$ cat config.mk
export PLATFORM = sky130hd
export DESIGN_NAME = eclk_bus_slave
export DESIGN_NICKNAME = d
export VERILOG_FILES = /design/src/rtl/eclk_pkg.sv /design/src/rtl/eclk_sync.sv /design/src/rtl/eclk_phase.sv /design/src/rtl/eclk_store.sv /design/src/rtl/eclk_bus_slave.sv
export SDC_FILE = /design/constraint.sdc
export NUM_CORES = 2
export LEC_CHECK = 0
export ABC_AREA = 1
export BUFFER_PORTS_ARGS = -buffer_cell sky130_fd_sc_hd__buf_2
export CORE_UTILIZATION = 55
export DETAILED_ROUTE_END_ITERATION = 8
export GPL_TIMING_DRIVEN = 0
export PLACE_DENSITY = 0.75
export SLEW_MARGIN = 5
export SYNTH_ARGS = -nofsm -noshare
export SYNTH_HDL_FRONTEND = slang
export SYNTH_SLANG_ARGS = --single-unit
$ cat constraint.sdc
create_clock -name clk -period 6.41 [get_ports clk]
set_clock_uncertainty 0.2 [all_clocks]
set_input_delay 1.282 -clock clk [delete_from_list [all_inputs] [get_ports clk]]
set_output_delay 1.282 -clock clk [all_outputs]
set_load 0.02 [all_outputs]
$ cat src/rtl/eclk_pkg.sv
package eclk_pkg;
  localparam int ADDR_W = 13;
  localparam int DATA_W = 8;

  typedef struct packed {
    logic              e;
    logic              cs_n;
    logic              rw;
    logic [ADDR_W-1:0] addr;
    logic [DATA_W-1:0] data;
  } bus_smp_t;

  localparam int SMP_W = $bits(bus_smp_t);
  localparam bus_smp_t BUS_IDLE = '{e: 1'b0, cs_n: 1'b1, rw: 1'b1,
                                    addr: '0, data: '0};
endpackage

$ cat src/rtl/eclk_sync.sv
module eclk_sync #(
  parameter int W = 1,
  parameter int STAGES = 2,
  parameter logic [W-1:0] RST_VAL = '0
) (
  input  logic         clk,
  input  logic         rst,
  input  logic [W-1:0] d,
  output logic [W-1:0] q
);
  logic [W-1:0] chain [STAGES];

  always_ff @(posedge clk) begin
    if (rst) begin
      for (int i = 0; i < STAGES; i++) chain[i] <= RST_VAL;
    end else begin
      chain[0] <= d;
      for (int i = 1; i < STAGES; i++) chain[i] <= chain[i-1];
    end
  end

  assign q = chain[STAGES-1];
endmodule

$ cat src/rtl/eclk_phase.sv
module eclk_phase
  import eclk_pkg::*;
(
  input  logic              clk,
  input  logic              rst,
  input  bus_smp_t          smp,
  output logic              rd_stb,
  output logic              wr_stb,
  output logic [ADDR_W-1:0] acc_addr,
  output logic [DATA_W-1:0] acc_data,
  output logic              oe
);
  logic e_prev;
  logic rise, fall, rd_go, wr_go;

  assign rise  = smp.e & ~e_prev;
  assign fall  = ~smp.e & e_prev;
  assign rd_go = rise & ~smp.cs_n & smp.rw;
  assign wr_go = fall & ~smp.cs_n & ~smp.rw;

  always_ff @(posedge clk) begin
    if (rst) begin
      e_prev   <= 1'b0;
      rd_stb   <= 1'b0;
      wr_stb   <= 1'b0;
      oe       <= 1'b0;
      acc_addr <= '0;
      acc_data <= '0;
    end else begin
      e_prev <= smp.e;
      rd_stb <= rd_go;
      wr_stb <= wr_go;
      if (rd_go || wr_go) acc_addr <= smp.addr;
      if (wr_go) acc_data <= smp.data;
      if (fall) oe <= 1'b0;
      else if (rd_stb) oe <= 1'b1;
    end
  end

  a_r1_rd_single: assert property (@(posedge clk) disable iff (rst)
    rd_stb |=> !rd_stb);
  a_r2_wr_single: assert property (@(posedge clk) disable iff (rst)
    wr_stb |=> !wr_stb);
  a_r3_no_overlap: assert property (@(posedge clk) disable iff (rst)
    !(rd_stb && wr_stb));
  a_r3_oe_after_rd: assert property (@(posedge clk) disable iff (rst)
    $rose(oe) |-> $past(rd_stb));
  a_r4_oe_release: assert property (@(posedge clk) disable iff (rst)
    (!smp.e && e_prev) |=> !oe);
  a_r5_cs_blocks: assert property (@(posedge clk) disable iff (rst)
    smp.cs_n |=> (!rd_stb && !wr_stb));
  a_r6_rd_needs_rw: assert property (@(posedge clk) disable iff (rst)
    rd_stb |-> $past(smp.rw));
endmodule

$ cat src/rtl/eclk_store.sv
module eclk_store #(
  parameter int AW = 8,
  parameter int DW = 8
) (
  input  logic          clk,
  input  logic          we,
  input  logic [AW-1:0] waddr,
  input  logic [DW-1:0] wdata,
  input  logic          re,
  input  logic [AW-1:0] raddr,
  output logic [DW-1:0] q
);
  localparam int DEPTH = 1 << AW;

  logic [DW-1:0] mem [DEPTH];

  always_ff @(posedge clk) begin
    if (we) mem[waddr] <= wdata;
    if (re) q <= mem[raddr];
  end
endmodule

$ cat src/rtl/eclk_bus_slave.sv
module eclk_bus_slave
  import eclk_pkg::*;
#(
  parameter int MEM_AW = 8,
  parameter int SYNC_STAGES = 2
) (
  input  logic              clk,
  input  logic              rst,
  input  logic              e_clk,
  input  logic              cs_n,
  input  logic              r_w,
  input  logic [ADDR_W-1:0] addr,
  input  logic [DATA_W-1:0] wdata,
  output logic [DATA_W-1:0] rdata,
  output logic              rdata_oe,
  output logic              rd_stb,
  output logic              wr_stb
);
  bus_smp_t          raw, smp;
  logic [SMP_W-1:0]  smp_bits;
  logic [ADDR_W-1:0] acc_addr;
  logic [DATA_W-1:0] acc_data;
  logic [ADDR_W-MEM_AW-1:0] unused_hi;

  assign raw = '{e: e_clk, cs_n: cs_n, rw: r_w, addr: addr, data: wdata};

  eclk_sync #(.W(SMP_W), .STAGES(SYNC_STAGES), .RST_VAL(BUS_IDLE)) u_sync (
    .clk(clk), .rst(rst), .d(raw), .q(smp_bits)
  );
  assign smp = bus_smp_t'(smp_bits);

  eclk_phase u_phase (
    .clk(clk), .rst(rst), .smp(smp),
    .rd_stb(rd_stb), .wr_stb(wr_stb),
    .acc_addr(acc_addr), .acc_data(acc_data), .oe(rdata_oe)
  );

  assign unused_hi = acc_addr[ADDR_W-1:MEM_AW];

  eclk_store #(.AW(MEM_AW), .DW(DATA_W)) u_store (
    .clk(clk),
    .we(wr_stb), .waddr(acc_addr[MEM_AW-1:0]), .wdata(acc_data),
    .re(rd_stb), .raddr(acc_addr[MEM_AW-1:0]), .q(rdata)
  );

  a_r8_reset_quiet: assert property (@(posedge clk)
    rst |=> (!rd_stb && !wr_stb && !rdata_oe));
  a_r3_oe_one_after_stb: assert property (@(posedge clk) disable iff (rst)
    rd_stb |=> rdata_oe);
endmodule

* After elaboration in Yosys (flattened, before gate mapping)
Memory sizes are Yosys's and may differ from the RTL's. A register that Yosys moved wholly into a read port is not among the register bits. Index checks and enable logic that the tools add are counted.
Word-level totals: output and inout bits 11, memories 2, word-level logic and storage cells 29, bits in registers 20, memory bits (writable) 2096, input bits 26
Memories:
- u_store.mem | words 256, width 8, rd ports 1, clocked after memory_dff 1, write ports 1, RTL line eclk_store.sv:15 | logic [DW-1:0] mem [DEPTH];
- u_sync.chain | words 2, width 24, rd ports 2, clocked after memory_dff 0, write ports 2, RTL line eclk_sync.sv:11 | logic [W-1:0] chain [STAGES];
Cells by class: bitwise logic cells 12, muxes and demuxes 7, reduce and logical (&&, ||, !) cells 2
Operators by type and width (number):
- 2-to-1 mux 24 bit | 2
- bitwise AND 1 bit | 6
- 2-to-1 mux 1 bit | 5
- inverter 1 bit | 4
- OR 1 bit | 2
- OR reduction 2 bit | 1
- logical OR 1 bit | 1

* Depth between registers and ports, before layout
depth after elaboration 5, mapped depth 15, mapped depth without buffers 13

* Modules after synthesis
From an unflattened synthesis, not the netlist that was laid out.
Second synthesis, totals: cell total of the unflattened synthesis 7314, area total of the unflattened synthesis 86086.3 µm²
By module, submodules not included:
- eclk_store | cells an instance 7003, instances 1, sequential area each 61739.2 µm², area an instance 83476.3 µm²
- eclk_sync | cells an instance 174, instances 1, sequential area each 960.9 µm², area an instance 1561.5 µm²
- eclk_phase | cells an instance 137, instances 1, sequential area each 500.5 µm², area an instance 1048.5 µm²

* Worst setup path before layout
Ideal clock, no wire load.
path type reg-to-reg, start register u_phase.acc_data[0], end memory u_store.mem[0][0] (data pin), path buffers 0, data arrival time 3.397 ns, slack 1.957 ns, stages on the path, launching flop included 1, setup time 0.856 ns, required time 5.354 ns, clock period less this slack 4.453 ns, path through dfxtp_1
RTL lines:
- start: declaration | RTL line eclk_phase.sv:10 | output logic [DATA_W-1:0] acc_data,
- start signal: assignment | RTL line eclk_phase.sv:34 | if (wr_go) acc_data <= smp.data;
- end: declaration | RTL line eclk_store.sv:15
Straight into the memory's write port.

* Final worst setup path
start register u_phase.acc_addr[0], end memory u_store.mem[41][5], enable pin
RTL lines:
- start: declaration | RTL line eclk_phase.sv:9 | output logic [ADDR_W-1:0] acc_addr,
- start signal: assignment | RTL line eclk_phase.sv:33 | if (rd_go || wr_go) acc_addr <= smp.addr;
Straight into the memory's write port.

==> impl_metrics.prom <==
# TYPE chip_impl_metric gauge
chip_impl_info{name="outcome",value="finished clean"} 1
chip_impl_metric{name="number_of_buffers_created_by_cts",unit=""} 200
chip_impl_metric{name="track_usage",unit=""} 0.324
chip_impl_metric{name="finalCriticalPeriod",unit="ps"} 4700
chip_impl_metric{name="drt_drc_violations_left",unit=""} 0
chip_impl_metric{name="cts_post_setup_buffers_inserted",unit=""} 0
chip_impl_info{name="min-delay-path-class",value="reg2reg"} 1
chip_impl_metric{name="final_net_count",unit=""} 8501
chip_impl_metric{name="yosysWarnings",unit=""} 0
chip_impl_metric{name="cts.hold.buffers_added",unit=""} 0
chip_impl_metric{name="postSynthCellCount",unit=""} 8216
chip_impl_metric{name="drt_wl_total",unit="um"} 258000
chip_impl_metric{name="finalSetupViolCount",unit=""} 0
chip_impl_metric{name="grt_overflow_total",unit=""} 0
chip_impl_metric{name="initial_utilization",unit=""} 0.554
chip_impl_metric{name="floorplan.io_pins",unit=""} 37
chip_impl_metric{name="synth.yosys.seq_area_share",unit=""} 0.726
chip_impl_metric{name="grt_first_pass_wirelength",unit="um"} 370000
chip_impl_metric{name="layout-area-overhead-vs-synth",unit="%"} 11.6
chip_impl_info{name="rsz0062_at_grt",value="no"} 1
chip_impl_metric{name="syn_area_per_cell",unit="sq um"} 10.5
chip_impl_info{name="worstSetupStartpointType",value="flop"} 1
chip_impl_metric{name="synth_nets",unit=""} 8242
chip_impl_metric{name="share_of_post_route_cells_with_drive_strength_above_1",unit=""} 0.0634
chip_impl_metric{name="fmax",unit="MHz"} 213
chip_impl_info{name="synth_area_leaders",value="sky130_fd_sc_hd__edfxtp_1 (71%), sky130_fd_sc_hd__nand2_1 (21%), sky130_fd_sc_hd__nor2_1 (1.8%), sky130_fd_sc_hd__dfxtp_1 (1.3%), sky130_fd_sc_hd__nand3_1 (1.1%)"} 1
chip_impl_metric{name="routed-via-count",unit=""} 60900
chip_impl_metric{name="finalSetupTns",unit="ps"} 0
chip_impl_info{name="final_common_cell",value="sky130_fd_sc_hd__nand2_1"} 1
chip_impl_metric{name="post_synth_fa_ha_maj_area_fraction",unit=""} 0
chip_impl_metric{name="htreeDepth",unit=""} 4
chip_impl_metric{name="placedInstanceArea",unit="sq um"} 90100
chip_impl_metric{name="initialDrtViolationCount",unit=""} 8862
chip_impl_metric{name="critical_path_required",unit="ps"} 6690
chip_impl_metric{name="gpl_wtd_cong",unit=""} 1.06
chip_impl_metric{name="netlist_area",unit="sq um"} 86600
chip_impl_metric{name="max-clock-path-buffers",unit=""} 3
chip_impl_metric{name="clkLatencyLatePin",unit="ps"} 870
chip_impl_metric{name="critical_path.max_fanout",unit=""} 10
chip_impl_metric{name="cap_viol_max_count",unit=""} 0
chip_impl_metric{name="die_w",unit="um"} 399
chip_impl_info{name="crit_path_end_kind",value="flop"} 1
chip_impl_metric{name="grt_pass1_vias",unit=""} 56600
chip_impl_metric{name="number_of_antenna_violations_at_the_first_check_in_global_routing",unit=""} 15
chip_impl_metric{name="drv_slew",unit=""} 0
chip_impl_metric{name="drt_first_pass_iters",unit=""} 6
chip_impl_metric{name="die_h",unit="um"} 399
chip_impl_info{name="worstSetupPathType",value="reg2reg"} 1
chip_impl_info{name="clock_tree.root_cell",value="sky130_fd_sc_hd__clkbuf_16"} 1
chip_impl_metric{name="slew_headroom",unit=""} 0.0332
chip_impl_metric{name="post-dp-hpwl",unit="um"} 178000
chip_impl_metric{name="power_density",unit="nW/um^2"} 282
chip_impl_metric{name="fin_util",unit=""} 0.619
chip_impl_metric{name="cts_num_sinks",unit=""} 2114
chip_impl_metric{name="wl_per_cell",unit="um"} 24.1
chip_impl_metric{name="tightestPinTransition",unit="ps"} 1450
chip_impl_metric{name="grt_max_degree",unit=""} 75
chip_impl_metric{name="core-area",unit="sq um"} 156000
chip_impl_info{name="cts_tree",value="built"} 1
chip_impl_metric{name="fin_area",unit="sq um"} 96700
chip_impl_metric{name="io_buffers",unit=""} 30
chip_impl_info{name="dominant_combinational_cell_family_by_area_after_synthesis",value="simple AND/OR/NAND/NOR gates"} 1
chip_impl_metric{name="min_period_over_period",unit=""} 0.733
chip_impl_metric{name="synth_compound_gate_area_share",unit=""} 0.0122
chip_impl_metric{name="post_synthesis_mux_area_share",unit=""} 0
chip_impl_metric{name="worst_ir_drop_vdd",unit="uV"} 318
chip_impl_info{name="library_cell_occupying_the_most_area_in_the_post_synthesis_netlist",value="sky130_fd_sc_hd__edfxtp_1"} 1
chip_impl_metric{name="total_leakage_power",unit="uW"} 0.0387
chip_impl_metric{name="yosys_register_bits",unit=""} 2114
chip_impl_metric{name="ys_types",unit=""} 23
chip_impl_metric{name="postRouteAntennaNets",unit=""} 0
chip_impl_info{name="mostFrequentLayoutCells",value="sky130_fd_sc_hd__nand2_1 (4,790), sky130_fd_sc_hd__edfxtp_1 (2,056), sky130_fd_sc_hd__nor2_1 (407), sky130_fd_sc_hd__clkbuf_1 (234), sky130_fd_sc_hd__buf_2 (206)"} 1
chip_impl_metric{name="post_drt_via_cell_ratio",unit=""} 5.69
chip_impl_metric{name="cts_repair_resize_count",unit=""} 0
chip_impl_metric{name="synth_xor_xnor_area_share",unit=""} 0
chip_impl_metric{name="hold_violations",unit=""} 0
chip_impl_metric{name="synth_simple_gate_area_frac",unit=""} 0.237
chip_impl_metric{name="fp.dieArea",unit="sq um"} 159000
chip_impl_metric{name="cp_data_arrival_time",unit="ps"} 4980
chip_impl_metric{name="worstRegToRegCells",unit=""} 9
chip_impl_metric{name="synth_largest_type_area_fraction",unit=""} 0.713
chip_impl_metric{name="min_path_cells",unit=""} 2
chip_impl_metric{name="path_clk_slew",unit="ps"} 60
chip_impl_metric{name="core.rowCount",unit=""} 145
power by group:
group          switching [uW]  internal (uW)
Sequential               4.22          14900
Clock                    5270           6700
Combinational             279           86.3
Total                    5560          21700
critical path, cell delays in order, from the launching register on:
cell and delay, ps:
sky130_fd_sc_hd__dfxtp_1 330, sky130_fd_sc_hd__inv_2 210, sky130_fd_sc_hd__buf_2 530, sky130_fd_sc_hd__clkbuf_1 830
sky130_fd_sc_hd__nor2_1 70, sky130_fd_sc_hd__inv_1 290, sky130_fd_sc_hd__nor2_1 110, sky130_fd_sc_hd__nand2_1 340
sky130_fd_sc_hd__clkbuf_1 920, sky130_fd_sc_hd__nor2_1 430
logic make-up (layout without fill, tap and decap cells):
logic type | Yosys count | after routing
DFF | 2114 | 2114
AOI/OAI and AO/OA | 208 | 208
other | 0 | 6
buffers and inverters | 500 | 923
and+or+nand+nor | 5394 | 5394
state kept, by name, summed over array words and instances, names as in the netlist:
| name | count |
|---|---|
| u_phase.e_prev | 1 |
| u_phase.wr_stb | 1 |
| u_phase.acc_data | 8 |
| u_sync.chain | 38 |
| u_phase.acc_addr | 8 |
| u_phase.rd_stb | 1 |
| u_store.mem | 2048 |
| u_phase.oe | 1 |
| u_store.q | 8 |
per-layer routing:
layer | vias up | global-route usage | share of wire | wire length, um
met3 | 705 | 0.0696 | 0.12 | 29800
li1 | 27500 | - | - | -
met5 | - | 0 | 0.00015 | 38
met4 | 6 | 0.184 | 0.065 | 16700
met2 | 3928 | 0.495 | 0.45 | 116000
met1 | 28800 | 0.432 | 0.37 | 95900
cell type report:
| type | instances | area [sq um] |
|---|---|---|
| multi-input combinational | 5602 | 21600 |
| fill | 11800 | 59500 |
| tap | 2058 | 2570 |
| timing repair buffer | 57 | 878 |
| inverter | 76 | 285 |
| sequential | 2114 | 62900 |
| clock buffer | 244 | 5210 |
| buffer | 424 | 1860 |
| clock inverter | 122 | 1360 |
| antenna | 6 | 15.0 |
synth_stat cells:
cell type and number:
sky130_fd_sc_hd__nand2_1 4790, sky130_fd_sc_hd__edfxtp_1 2056, sky130_fd_sc_hd__nor2_1 407, sky130_fd_sc_hd__clkbuf_1 202, sky130_fd_sc_hd__nand3_1 188, sky130_fd_sc_hd__buf_2 176, sky130_fd_sc_hd__o21ai_0 109, sky130_fd_sc_hd__inv_1 71
sky130_fd_sc_hd__dfxtp_1 58, sky130_fd_sc_hd__o21ai_1 51, sky130_fd_sc_hd__a21oi_1 42, sky130_fd_sc_hd__buf_1 38, sky130_fd_sc_hd__a211oi_1 6, sky130_fd_sc_hd__buf_4 5, sky130_fd_sc_hd__inv_2 4, sky130_fd_sc_hd__or2_2 4
sky130_fd_sc_hd__buf_6 3, sky130_fd_sc_hd__clkinv_1 1, sky130_fd_sc_hd__nand2_4 1, sky130_fd_sc_hd__nand3_2 1, sky130_fd_sc_hd__nor2_4 1, sky130_fd_sc_hd__nor3_1 1, sky130_fd_sc_hd__nor4_1 1
per-stage QoR:
step                total power (uW)  worst slack (ps)  std cells  hold slack (ps)
floorplan                      15400              1960       8216              188
global placement               15600             -3760      10300              191
detailed placement             15600              2080      10300              193
CTS                            27200              2060      10700              203
global route                   27800              1920      10700              215
finish                         27300              1710      10700              202
path summary, 6_finish.rpt:
path	startpoint	endpoint	slack, ps
max	u_phase.acc_addr[0]	u_store.mem[41][5]	1710
min	u_sync.chain[0][2]	u_sync.chain[0][26]	200
max reg2reg	u_phase.acc_addr[0]	u_store.mem[41][5]	1710
min reg2reg	u_sync.chain[0][2]	u_sync.chain[0][26]	200
Power figures use the tool's default switching activity.
